==> src/rtl/nru_pkg.sv <==
package nru_pkg;

    typedef enum logic [1:0] {
        ST_IDLE       = 2'd0,
        ST_SEEK_CLEAN = 2'd1,
        ST_SWEEP      = 2'd2,
        ST_GRANT      = 2'd3
    } scan_state_t;

endpackage

==> src/rtl/nru_flag_table.sv <==
module nru_flag_table #(
    parameter int N_ENTRIES = 8,
    localparam int IDX_W = (N_ENTRIES > 1) ? $clog2(N_ENTRIES) : 1
) (
    input  logic                 clk,
    input  logic                 rst_n,
    input  logic                 mark_en,
    input  logic [IDX_W-1:0]     mark_idx,
    input  logic                 mark_wr,
    input  logic                 clr_ref_en,
    input  logic [IDX_W-1:0]     clr_ref_idx,
    input  logic                 clr_dirty_en,
    input  logic [IDX_W-1:0]     clr_dirty_idx,
    output logic [N_ENTRIES-1:0] ref_bits,
    output logic [N_ENTRIES-1:0] dirty_bits
);

    for (genvar e = 0; e < N_ENTRIES; e++) begin : g_entry
        logic hit_mark;
        logic hit_clr_ref;
        logic hit_clr_dirty;

        assign hit_mark      = mark_en && (mark_idx == IDX_W'(e));
        assign hit_clr_ref   = clr_ref_en && (clr_ref_idx == IDX_W'(e));
        assign hit_clr_dirty = clr_dirty_en && (clr_dirty_idx == IDX_W'(e));

        // set has priority over clear for both flags
        always_ff @(posedge clk) begin
            if (!rst_n) begin
                ref_bits[e] <= 1'b0;
            end else if (hit_mark) begin
                ref_bits[e] <= 1'b1;
            end else if (hit_clr_ref) begin
                ref_bits[e] <= 1'b0;
            end
        end

        always_ff @(posedge clk) begin
            if (!rst_n) begin
                dirty_bits[e] <= 1'b0;
            end else if (hit_mark && mark_wr) begin
                dirty_bits[e] <= 1'b1;
            end else if (hit_clr_dirty) begin
                dirty_bits[e] <= 1'b0;
            end
        end
    end

endmodule

==> src/rtl/nru_clock_hand.sv <==
module nru_clock_hand #(
    parameter int N_ENTRIES = 8,
    localparam int IDX_W = (N_ENTRIES > 1) ? $clog2(N_ENTRIES) : 1
) (
    input  logic             clk,
    input  logic             rst_n,
    input  logic             step,
    output logic [IDX_W-1:0] hand
);

    localparam logic [IDX_W-1:0] LAST = IDX_W'(N_ENTRIES - 1);

    logic [IDX_W-1:0] hand_nxt;

    always_comb begin
        if (hand == LAST) begin
            hand_nxt = '0;
        end else begin
            hand_nxt = hand + 1'b1;
        end
    end

    always_ff @(posedge clk) begin
        if (!rst_n) begin
            hand <= '0;
        end else if (step) begin
            hand <= hand_nxt;
        end
    end

endmodule

==> src/rtl/nru_scan_fsm.sv <==
module nru_scan_fsm
    import nru_pkg::*;
#(
    parameter int N_ENTRIES     = 8,
    parameter bit CLEAN_PASS_EN = 1'b1,
    localparam int IDX_W = (N_ENTRIES > 1) ? $clog2(N_ENTRIES) : 1,
    localparam int CNT_W = (N_ENTRIES > 1) ? $clog2(N_ENTRIES) : 1
) (
    input  logic             clk,
    input  logic             rst_n,
    input  logic             req_valid,
    input  logic             clean_first,
    input  logic [IDX_W-1:0] hand,
    input  logic             cur_ref,
    input  logic             cur_dirty,
    output scan_state_t      state,
    output logic             step,
    output logic             clr_ref_en,
    output logic             clr_dirty_en,
    output logic [IDX_W-1:0] vict_idx,
    output logic             vict_dirty
);

    localparam logic [CNT_W-1:0] SEEK_LAST = CNT_W'(N_ENTRIES - 1);

    scan_state_t      state_nxt;
    logic             use_clean;
    logic             accept;
    logic [CNT_W-1:0] seek_cnt;

    // the clean-first pass exists only when the parameter enables it
    if (CLEAN_PASS_EN) begin : g_clean_pass
        assign use_clean = clean_first;
    end else begin : g_no_clean_pass
        assign use_clean = 1'b0;
    end

    // state register
    always_ff @(posedge clk) begin
        if (!rst_n) begin
            state <= ST_IDLE;
        end else begin
            state <= state_nxt;
        end
    end

    // next state
    always_comb begin
        state_nxt = state;
        unique case (state)
            ST_IDLE: begin
                if (req_valid) begin
                    state_nxt = use_clean ? ST_SEEK_CLEAN : ST_SWEEP;
                end
            end
            ST_SEEK_CLEAN: begin
                if (accept) begin
                    state_nxt = ST_GRANT;
                end else if (seek_cnt == SEEK_LAST) begin
                    state_nxt = ST_SWEEP;
                end
            end
            ST_SWEEP: begin
                if (accept) begin
                    state_nxt = ST_GRANT;
                end
            end
            ST_GRANT: begin
                state_nxt = ST_IDLE;
            end
            default: state_nxt = ST_IDLE;
        endcase
    end

    // per-state outputs
    always_comb begin
        accept       = 1'b0;
        step         = 1'b0;
        clr_ref_en   = 1'b0;
        unique case (state)
            ST_SEEK_CLEAN: begin
                step   = 1'b1;
                accept = !cur_ref && !cur_dirty;
            end
            ST_SWEEP: begin
                step       = 1'b1;
                accept     = !cur_ref;
                clr_ref_en = cur_ref;
            end
            default: begin
            end
        endcase
        clr_dirty_en = accept;
    end

    // counts frames examined by the non-clearing pass
    always_ff @(posedge clk) begin
        if (!rst_n) begin
            seek_cnt <= '0;
        end else if (state == ST_SEEK_CLEAN) begin
            seek_cnt <= seek_cnt + 1'b1;
        end else begin
            seek_cnt <= '0;
        end
    end

    // victim capture
    always_ff @(posedge clk) begin
        if (!rst_n) begin
            vict_idx   <= '0;
            vict_dirty <= 1'b0;
        end else if (accept) begin
            vict_idx   <= hand;
            vict_dirty <= cur_dirty;
        end
    end

endmodule

==> src/rtl/nru_victim_picker.sv <==
module nru_victim_picker
    import nru_pkg::*;
#(
    parameter int N_ENTRIES     = 8,
    parameter bit CLEAN_PASS_EN = 1'b1,
    localparam int IDX_W = (N_ENTRIES > 1) ? $clog2(N_ENTRIES) : 1
) (
    input  logic             clk,
    input  logic             rst_n,
    input  logic             mark_valid,
    input  logic [IDX_W-1:0] mark_index,
    input  logic             mark_write,
    input  logic             req_valid,
    input  logic             clean_first,
    output logic             busy,
    output logic             gnt_valid,
    output logic [IDX_W-1:0] gnt_index,
    output logic             gnt_dirty
);

    logic [N_ENTRIES-1:0] ref_bits;
    logic [N_ENTRIES-1:0] dirty_bits;
    logic [IDX_W-1:0]     hand;
    logic                 step;
    logic                 clr_ref_en;
    logic                 clr_dirty_en;
    logic                 cur_ref;
    logic                 cur_dirty;
    logic [IDX_W-1:0]     vict_idx;
    logic                 vict_dirty;
    scan_state_t          state;

    assign cur_ref   = ref_bits[hand];
    assign cur_dirty = dirty_bits[hand];

    nru_flag_table #(.N_ENTRIES(N_ENTRIES)) u_flags (
        .clk           (clk),
        .rst_n         (rst_n),
        .mark_en       (mark_valid),
        .mark_idx      (mark_index),
        .mark_wr       (mark_write),
        .clr_ref_en    (clr_ref_en),
        .clr_ref_idx   (hand),
        .clr_dirty_en  (clr_dirty_en),
        .clr_dirty_idx (hand),
        .ref_bits      (ref_bits),
        .dirty_bits    (dirty_bits)
    );

    nru_clock_hand #(.N_ENTRIES(N_ENTRIES)) u_hand (
        .clk   (clk),
        .rst_n (rst_n),
        .step  (step),
        .hand  (hand)
    );

    nru_scan_fsm #(
        .N_ENTRIES     (N_ENTRIES),
        .CLEAN_PASS_EN (CLEAN_PASS_EN)
    ) u_fsm (
        .clk          (clk),
        .rst_n        (rst_n),
        .req_valid    (req_valid),
        .clean_first  (clean_first),
        .hand         (hand),
        .cur_ref      (cur_ref),
        .cur_dirty    (cur_dirty),
        .state        (state),
        .step         (step),
        .clr_ref_en   (clr_ref_en),
        .clr_dirty_en (clr_dirty_en),
        .vict_idx     (vict_idx),
        .vict_dirty   (vict_dirty)
    );

    // port outputs
    always_comb begin
        busy      = (state != ST_IDLE);
        gnt_valid = (state == ST_GRANT);
        gnt_index = vict_idx;
        gnt_dirty = vict_dirty;
    end

endmodule

==> config.mk <==
export PLATFORM = sky130hd
export DESIGN_NAME = nru_victim_picker
export DESIGN_NICKNAME = d
export VERILOG_FILES = /design/src/rtl/nru_pkg.sv /design/src/rtl/nru_flag_table.sv /design/src/rtl/nru_clock_hand.sv /design/src/rtl/nru_scan_fsm.sv /design/src/rtl/nru_victim_picker.sv
export SDC_FILE = /design/constraint.sdc
export NUM_CORES = 1
export LEC_CHECK = 0
export CAP_MARGIN = 20
export CORE_ASPECT_RATIO = 1.25
export CORE_MARGIN = 2
export CORE_UTILIZATION = 55
export DETAILED_ROUTE_END_ITERATION = 10
export PLACE_DENSITY = 0.86
export RECOVER_POWER = 50
export SLEW_MARGIN = 20
export SYNTH_ARGS = -nofsm -noshare
export SYNTH_HDL_FRONTEND = slang
export SYNTH_SLANG_ARGS = --single-unit
==> constraint.sdc <==
create_clock -name clk -period 2.4 [get_ports clk]
set_input_delay 0.48 -clock clk [delete_from_list [all_inputs] [get_ports clk]]
set_output_delay 0.48 -clock clk [all_outputs]
set_load 0.01 [all_outputs]
# Word-level counts from Yosys, hierarchy flattened
# Cells that the tools add are included.
[word_totals]
in_bits = 9
reg_bits = 28
[op_classes]
n_addsub = 2
n_reduce_logical = 58
eq_ne = 21
magnitude_cmp = 1
mux = 46
[op_table]
columns = ["operator", "count"]
rows = [
  ["two-way mux 1 bit", 36],
  ["nonzero test 2 bit", 17],
  ["logical AND 1 bit", 33],
  ["== test 3 bit (second input constant)", 9],
  ["== test 3 x 2 -> 1 bit (second input constant)", 4],
  ["two-way mux 2 bit", 5],
  ["case mux 2 bit (4 select lines)", 1],
  ["adder 3 x 1 -> 3 bit (second input constant)", 2],
  ["binary-select mux 1 bit (select 3 bit)", 2],
  ["== test 3 x 1 -> 1 bit (second input constant)", 2],
  ["zero test 3 bit", 2],
  ["== test 2 bit (second input constant)", 2],
  ["< comparator 3 x 4 -> 1 bit (second input constant)", 1],
  ["inequality test 2 bit (second input constant)", 2],
  ["two-way mux 3 bit", 1],
  ["inequality test 3 x 2 -> 1 bit (second input constant)", 1],
  ["AND reduction 3 bit", 1],
  ["== test 2 x 1 -> 1 bit (second input constant)", 1],
  ["zero test 1 bit", 2],
  ["zero test 2 bit", 1],
  ["case mux 1 bit (2 select lines)", 1],
  ["AND reduction 2 bit", 1],
  ["OR reduction 2 bit", 1],
]

# Longest topological paths before layout
[depth]
ltp_word = 8
depth_mapped = 8
depth_no_buf = 8

# Hierarchy
# Synthesis repeated with hierarchy kept, for this count alone.
[unflattened]
cells_unflattened = 144
area_unflattened_um2 = 1470.2
[modules_own_cells]
columns = ["module", "area_each_um2", "seq_area_each_um2", "cells_each", "n_inst"]
rows = [
  ["nru_flag_table", 699.4, 320.3, 74, 1],
  ["nru_scan_fsm", 483.0, 180.2, 49, 1],
  ["nru_clock_hand", 147.6, 60.1, 13, 1],
  ["nru_victim_picker", 140.1, 0.0, 8, 1],
]

# Worst setup path before layout
# OpenSTA, ideal clock, no wires.
[synth_timing]
kind = "register to register"
start = "register u_hand.hand[1]"
end = "register u_flags.dirty_bits[0]"
setup_time_ns = 0.117
stages_incl_launch_ff = 9
period_less_slack_ns = 1.964
t_required_ns = 2.283
arrival_time_ns = 1.847
slack_ns = 0.436
n_path_buf = 2
cell_sequence = "dfxtp_1 > buf_4 > inv_1 > a2111oi_1 > o41a_1 > o211a_4 > buf_6 > nand3_1 > a32o_1"
[synth_via]
elab_chain_cells = 7
word_cells_on_any_way = 11
[synth_lines]
columns = ["item", "line_no", "source"]
rows = [
  ["start: declaration", "nru_clock_hand.sv:8", "output logic [IDX_W-1:0] hand"],
  ["start signal: assignment", "nru_clock_hand.sv:27", "hand <= hand_nxt;"],
  ["binary-select mux 1 bit (select 3 bit), on equally long branches", "nru_victim_picker.sv:33, nru_victim_picker.sv:34", ""],
  ["two-way mux 1 bit, on equally long branches", "nru_victim_picker.sv:33, nru_victim_picker.sv:34", ""],
  ["zero test 1 bit, on equally long branches", "nru_scan_fsm.sv:83, nru_scan_fsm.sv:87", ""],
  ["logical AND 1 bit", "nru_scan_fsm.sv:83", "accept = !cur_ref && !cur_dirty;"],
  ["case mux 1 bit (2 select lines)", "nru_scan_fsm.sv:80", "unique case (state)"],
  ["logical AND 1 bit *", "nru_flag_table.sv:25", "assign hit_clr_dirty = clr_dirty_en && (clr_dirty_idx == IDX_W'(e));"],
  ["nonzero test 2 bit (no line) *", "-", ""],
  ["end signal: indexed assignment", "nru_flag_table.sv:40", "dirty_bits[e] <= 1'b0;"],
  ["end signal: indexed assignment", "nru_flag_table.sv:42", "dirty_bits[e] <= 1'b1;"],
  ["end signal: indexed assignment", "nru_flag_table.sv:44", "dirty_bits[e] <= 1'b0;"],
  ["end: declaration", "nru_flag_table.sv:15", "output logic [N_ENTRIES-1:0] dirty_bits"],
]
# Every way passes the cells marked *; elsewhere a longest branch is shown, timed or not. The select of a mux whose other input is x is not followed.
# A chain may end at the register's enable or synchronous reset.

# Worst setup path after layout
[layout_timing]
start = "register u_hand.hand[0]"
end = "register u_flags.dirty_bits[2]"
# The elaborated chain is that of the path after synthesis.

==> out/metrics.csv <==
metric,value,unit
result of the run,"complete, no violations",
"EDFF count, synth",0,
min cycle time layout,2.23,ns
placed cell count,216,
transition time at the pin with the least slew margin,0.592,ns
maximum number of pins on one net before global-route repair,18,
async set-reset flop share out of synthesis,0,%
worst r2r path cells,6,
endpoints failing hold,0,
max-slew violation total from the final report,0,
number of CTS-inserted buffers,3,
violation count after the first detailed-route iteration,84,
width of the die,51.6,µm
number of setup buffers added after CTS,0,
count of buffers inserted at the top-level ports,14,
share of layout cells above drive strength 1,5.91,%
setup repair after global routing missed its margin,false,
antenna diode count,0,
detailed-router iteration count before antenna repair,4,
type of the worst setup path,flip-flop to flip-flop,
area inside the core boundary,2680,µm²
final weighted congestion in routability-driven placement,0.871,
leakage power figure,0.702,nW
Fin Hold WS,0.445,ns
FF-to-FF setup slack,0.17,ns
"logic depth of the worst path, buffers included",6,
CP max FO,17,
P&R area growth vs syn,12.6,%
# H-tree levels,1,
CTS Buffer Depth,2,
kind of cell adding the most delay to the critical path,compound AO/OA/AOI/OAI gates,
power density over cell area,797,nW/µm²
synth top area cells,"sky130_fd_sc_hd__dfxtp_1 36%, sky130_fd_sc_hd__ha_1 10%, sky130_fd_sc_hd__mux2i_1 5.1%",
arrival time of data at the critical path endpoint,2.49,ns
number of nets in the finished design,209,
Tot GR Track Use,24.8,%
floorplan die area,3270,µm²
non-filler cells in the finished layout,220,
number of antenna violations at the first check in global routing,0,
detailed-route vias per instance,6.08,
total cell area at the placement stage,1700,µm²
wire length per cell,16.3,µm
synthesized netlist net count,196,
R2R Path Start,u_hand.hand[0],
cell type with the highest aggregate area in the netlist,sky130_fd_sc_hd__dfxtp_1,
crit share post-route,93.1,%
normalized max-slew margin,60.5,%
"Setup violations, final",0,
most frequent standard cell in the layout excluding fill and tap cells,sky130_fd_sc_hd__dfxtp_1,
beginning of the critical path,u_hand.hand[0],
clock insertion delay at the later pin of the skew report,0.34,ns
vertical die dimension,63.5,µm
Crit-path slowest cell,sky130_fd_sc_hd__dfxtp_2,
FP Rows,21,
termination of the worst setup path,u_flags.dirty_bits[2],
type of element launching the critical path,flip-flop,
"CTS clk-pin slew, worst paths",0.16,ns
Synth Warn #,0,
buffers and inverters on the worst path,0,
netlist area before placement,1560,µm²
kind of end point of the critical path,flip-flop,
CP required,2.66,ns
number of standard cells after synthesis,174,
number of top-level design ports,15,
most common flop cell mapped by yosys,sky130_fd_sc_hd__dfxtp_1,
fmax,447,MHz
initial standard-cell utilization of the core,58.0,%
number of distinct standard cells referenced by the synthesized netlist,38,
setup TNS after final layout,0,ns
"commonest cells after routing, fill and taps aside","26 x sky130_fd_sc_hd__dfxtp_1, 16 x sky130_fd_sc_hd__nor2_1, 13 x sky130_fd_sc_hd__ha_1, 11 x sky130_fd_sc_hd__inv_1, 11 x sky130_fd_sc_hd__nand3_1",
endpoint of the worst-slack reg-to-reg timing path,u_flags.dirty_bits[2],
first-pass GRT wire length,6.24,mm
"Non-Filler Cell Area, Final",1750,µm²
number of gates given a new drive strength after cts,0,
number of routed nets with antenna violations,0,
post-route clock skew,0.00545,ns
number of flip-flops and latches in the synthesized netlist,28,
clock tree from TritonCTS,built,
Routed Wire Length,3.60,mm
total overflow reported by the global router,0,
root buffer cell,sky130_fd_sc_hd__clkbuf_4,
HP Class,flip-flop to flip-flop,
number of sinks driven by the clock tree,28,
number of violations of the max-capacitance limit,0,
synthesized area per cell,8.94,µm²
maximum vdd drop,571,µV
vias in the first global route,1332,
cell chain of the critical path,"and2b_1, a2111oi_1, o41a_1, o211a_4, nand3_1, a32o_1",
via count of the routed design,1338,
sequential-to-total area share from yosys stat,36.0,%
proportion of netlist area held by the largest area contributor,36.0,%
number of hold-repair buffers added at the cts stage,0,
Post-DP HPWL,2.56,mm
delay contributed by the slowest stage of the critical path,0.54,ns
DRC violations left,0,
[worst min path at each step]
stage | endpoint | start | slack, ns | cells past startpoint
floorplan | u_fsm.seek_cnt[0] | u_fsm.seek_cnt[0] | 0.40 | 1
global placement | u_fsm.seek_cnt[0] | u_fsm.seek_cnt[0] | 0.41 | 1
detailed placement | u_fsm.seek_cnt[0] | u_fsm.seek_cnt[0] | 0.42 | 1
CTS | u_fsm.seek_cnt[0] | u_fsm.seek_cnt[0] | 0.44 | 1
global route | u_fsm.seek_cnt[0] | u_fsm.seek_cnt[0] | 0.47 | 1
finish | u_fsm.seek_cnt[0] | u_fsm.seek_cnt[0] | 0.44 | 1
[cell usage after synthesis (all sizes together), types with 2 or more instances]
master   count
a21oi        8
o21a         3
a21boi       2
and2         2
a22oi        4
nor2        16
nand2       10
nand3       11
a31oi        3
buf          5
a211oi       2
inv         11
ha          13
dfxtp       28
a32o         5
clkbuf       5
nand2b       4
and3         5
o21ai        5
a2111oi      3
mux2i        8
nor2b        4
nor3         3
a311oi       2
[metal layers]
metal	wire length [µm]	up-vias	track usage [%]
met1	1500	633	32.5
met2	1860	50	42.0
met5	0	-	0
met3	203	5	4.03
met4	39	0	5.59
li1	-	650	-
[logic make-up after synthesis]
group,count (synthesis),share of synthesized area [%]
simple gates,60,19.3
compound gates,42,21.1
flops,28,36.0
buf+inv,22,7.24
fa+ha+maj,13,10.5
mux,9,5.87
[power by group]
part | internal, W | switching, W
sequential | 0.000508 | 0.0000611
combinational | 0.000210 | 0.000300
clock | 0.000169 | 0.000148
[flip-flops by register name (all words and copies together), names as in the netlist]
register / count
u_fsm.vict_idx: 3
u_flags.ref_bits: 8
u_hand.hand: 3
u_fsm.state: 2
u_fsm.vict_dirty: 1
u_flags.dirty_bits: 8
u_fsm.seek_cnt: 3
[metrics by stage]
stage / total power (W) / setup slack [ns] / util (%)
detailed placement: 0.00107 / 0.125 / 63.4
finish: 0.00140 / 0.165 / 65.4
CTS: 0.00139 / 0.0319 / 65.4
floorplan: 0.000951 / 0.436 / -
global placement: 0.00105 / 0.233 / 63.4
global route: 0.00149 / 0.103 / 65.4
[area by class of cell]
| cell class | instances | area (µm²) |
|---|---|---|
| Timing Repair Buffer | 18 | 166 |
| Clock buffer | 3 | 22.5 |
| Fill cell | 242 | 928 |
| Sequential cell | 28 | 563 |
| Tap cell | 34 | 42.5 |
| Clock inverter | 1 | 30.0 |
| Multi-Input combinational cell | 124 | 882 |
| Inverter | 12 | 45.0 |
No activity file was read; power rests on OpenSTA's default activity.
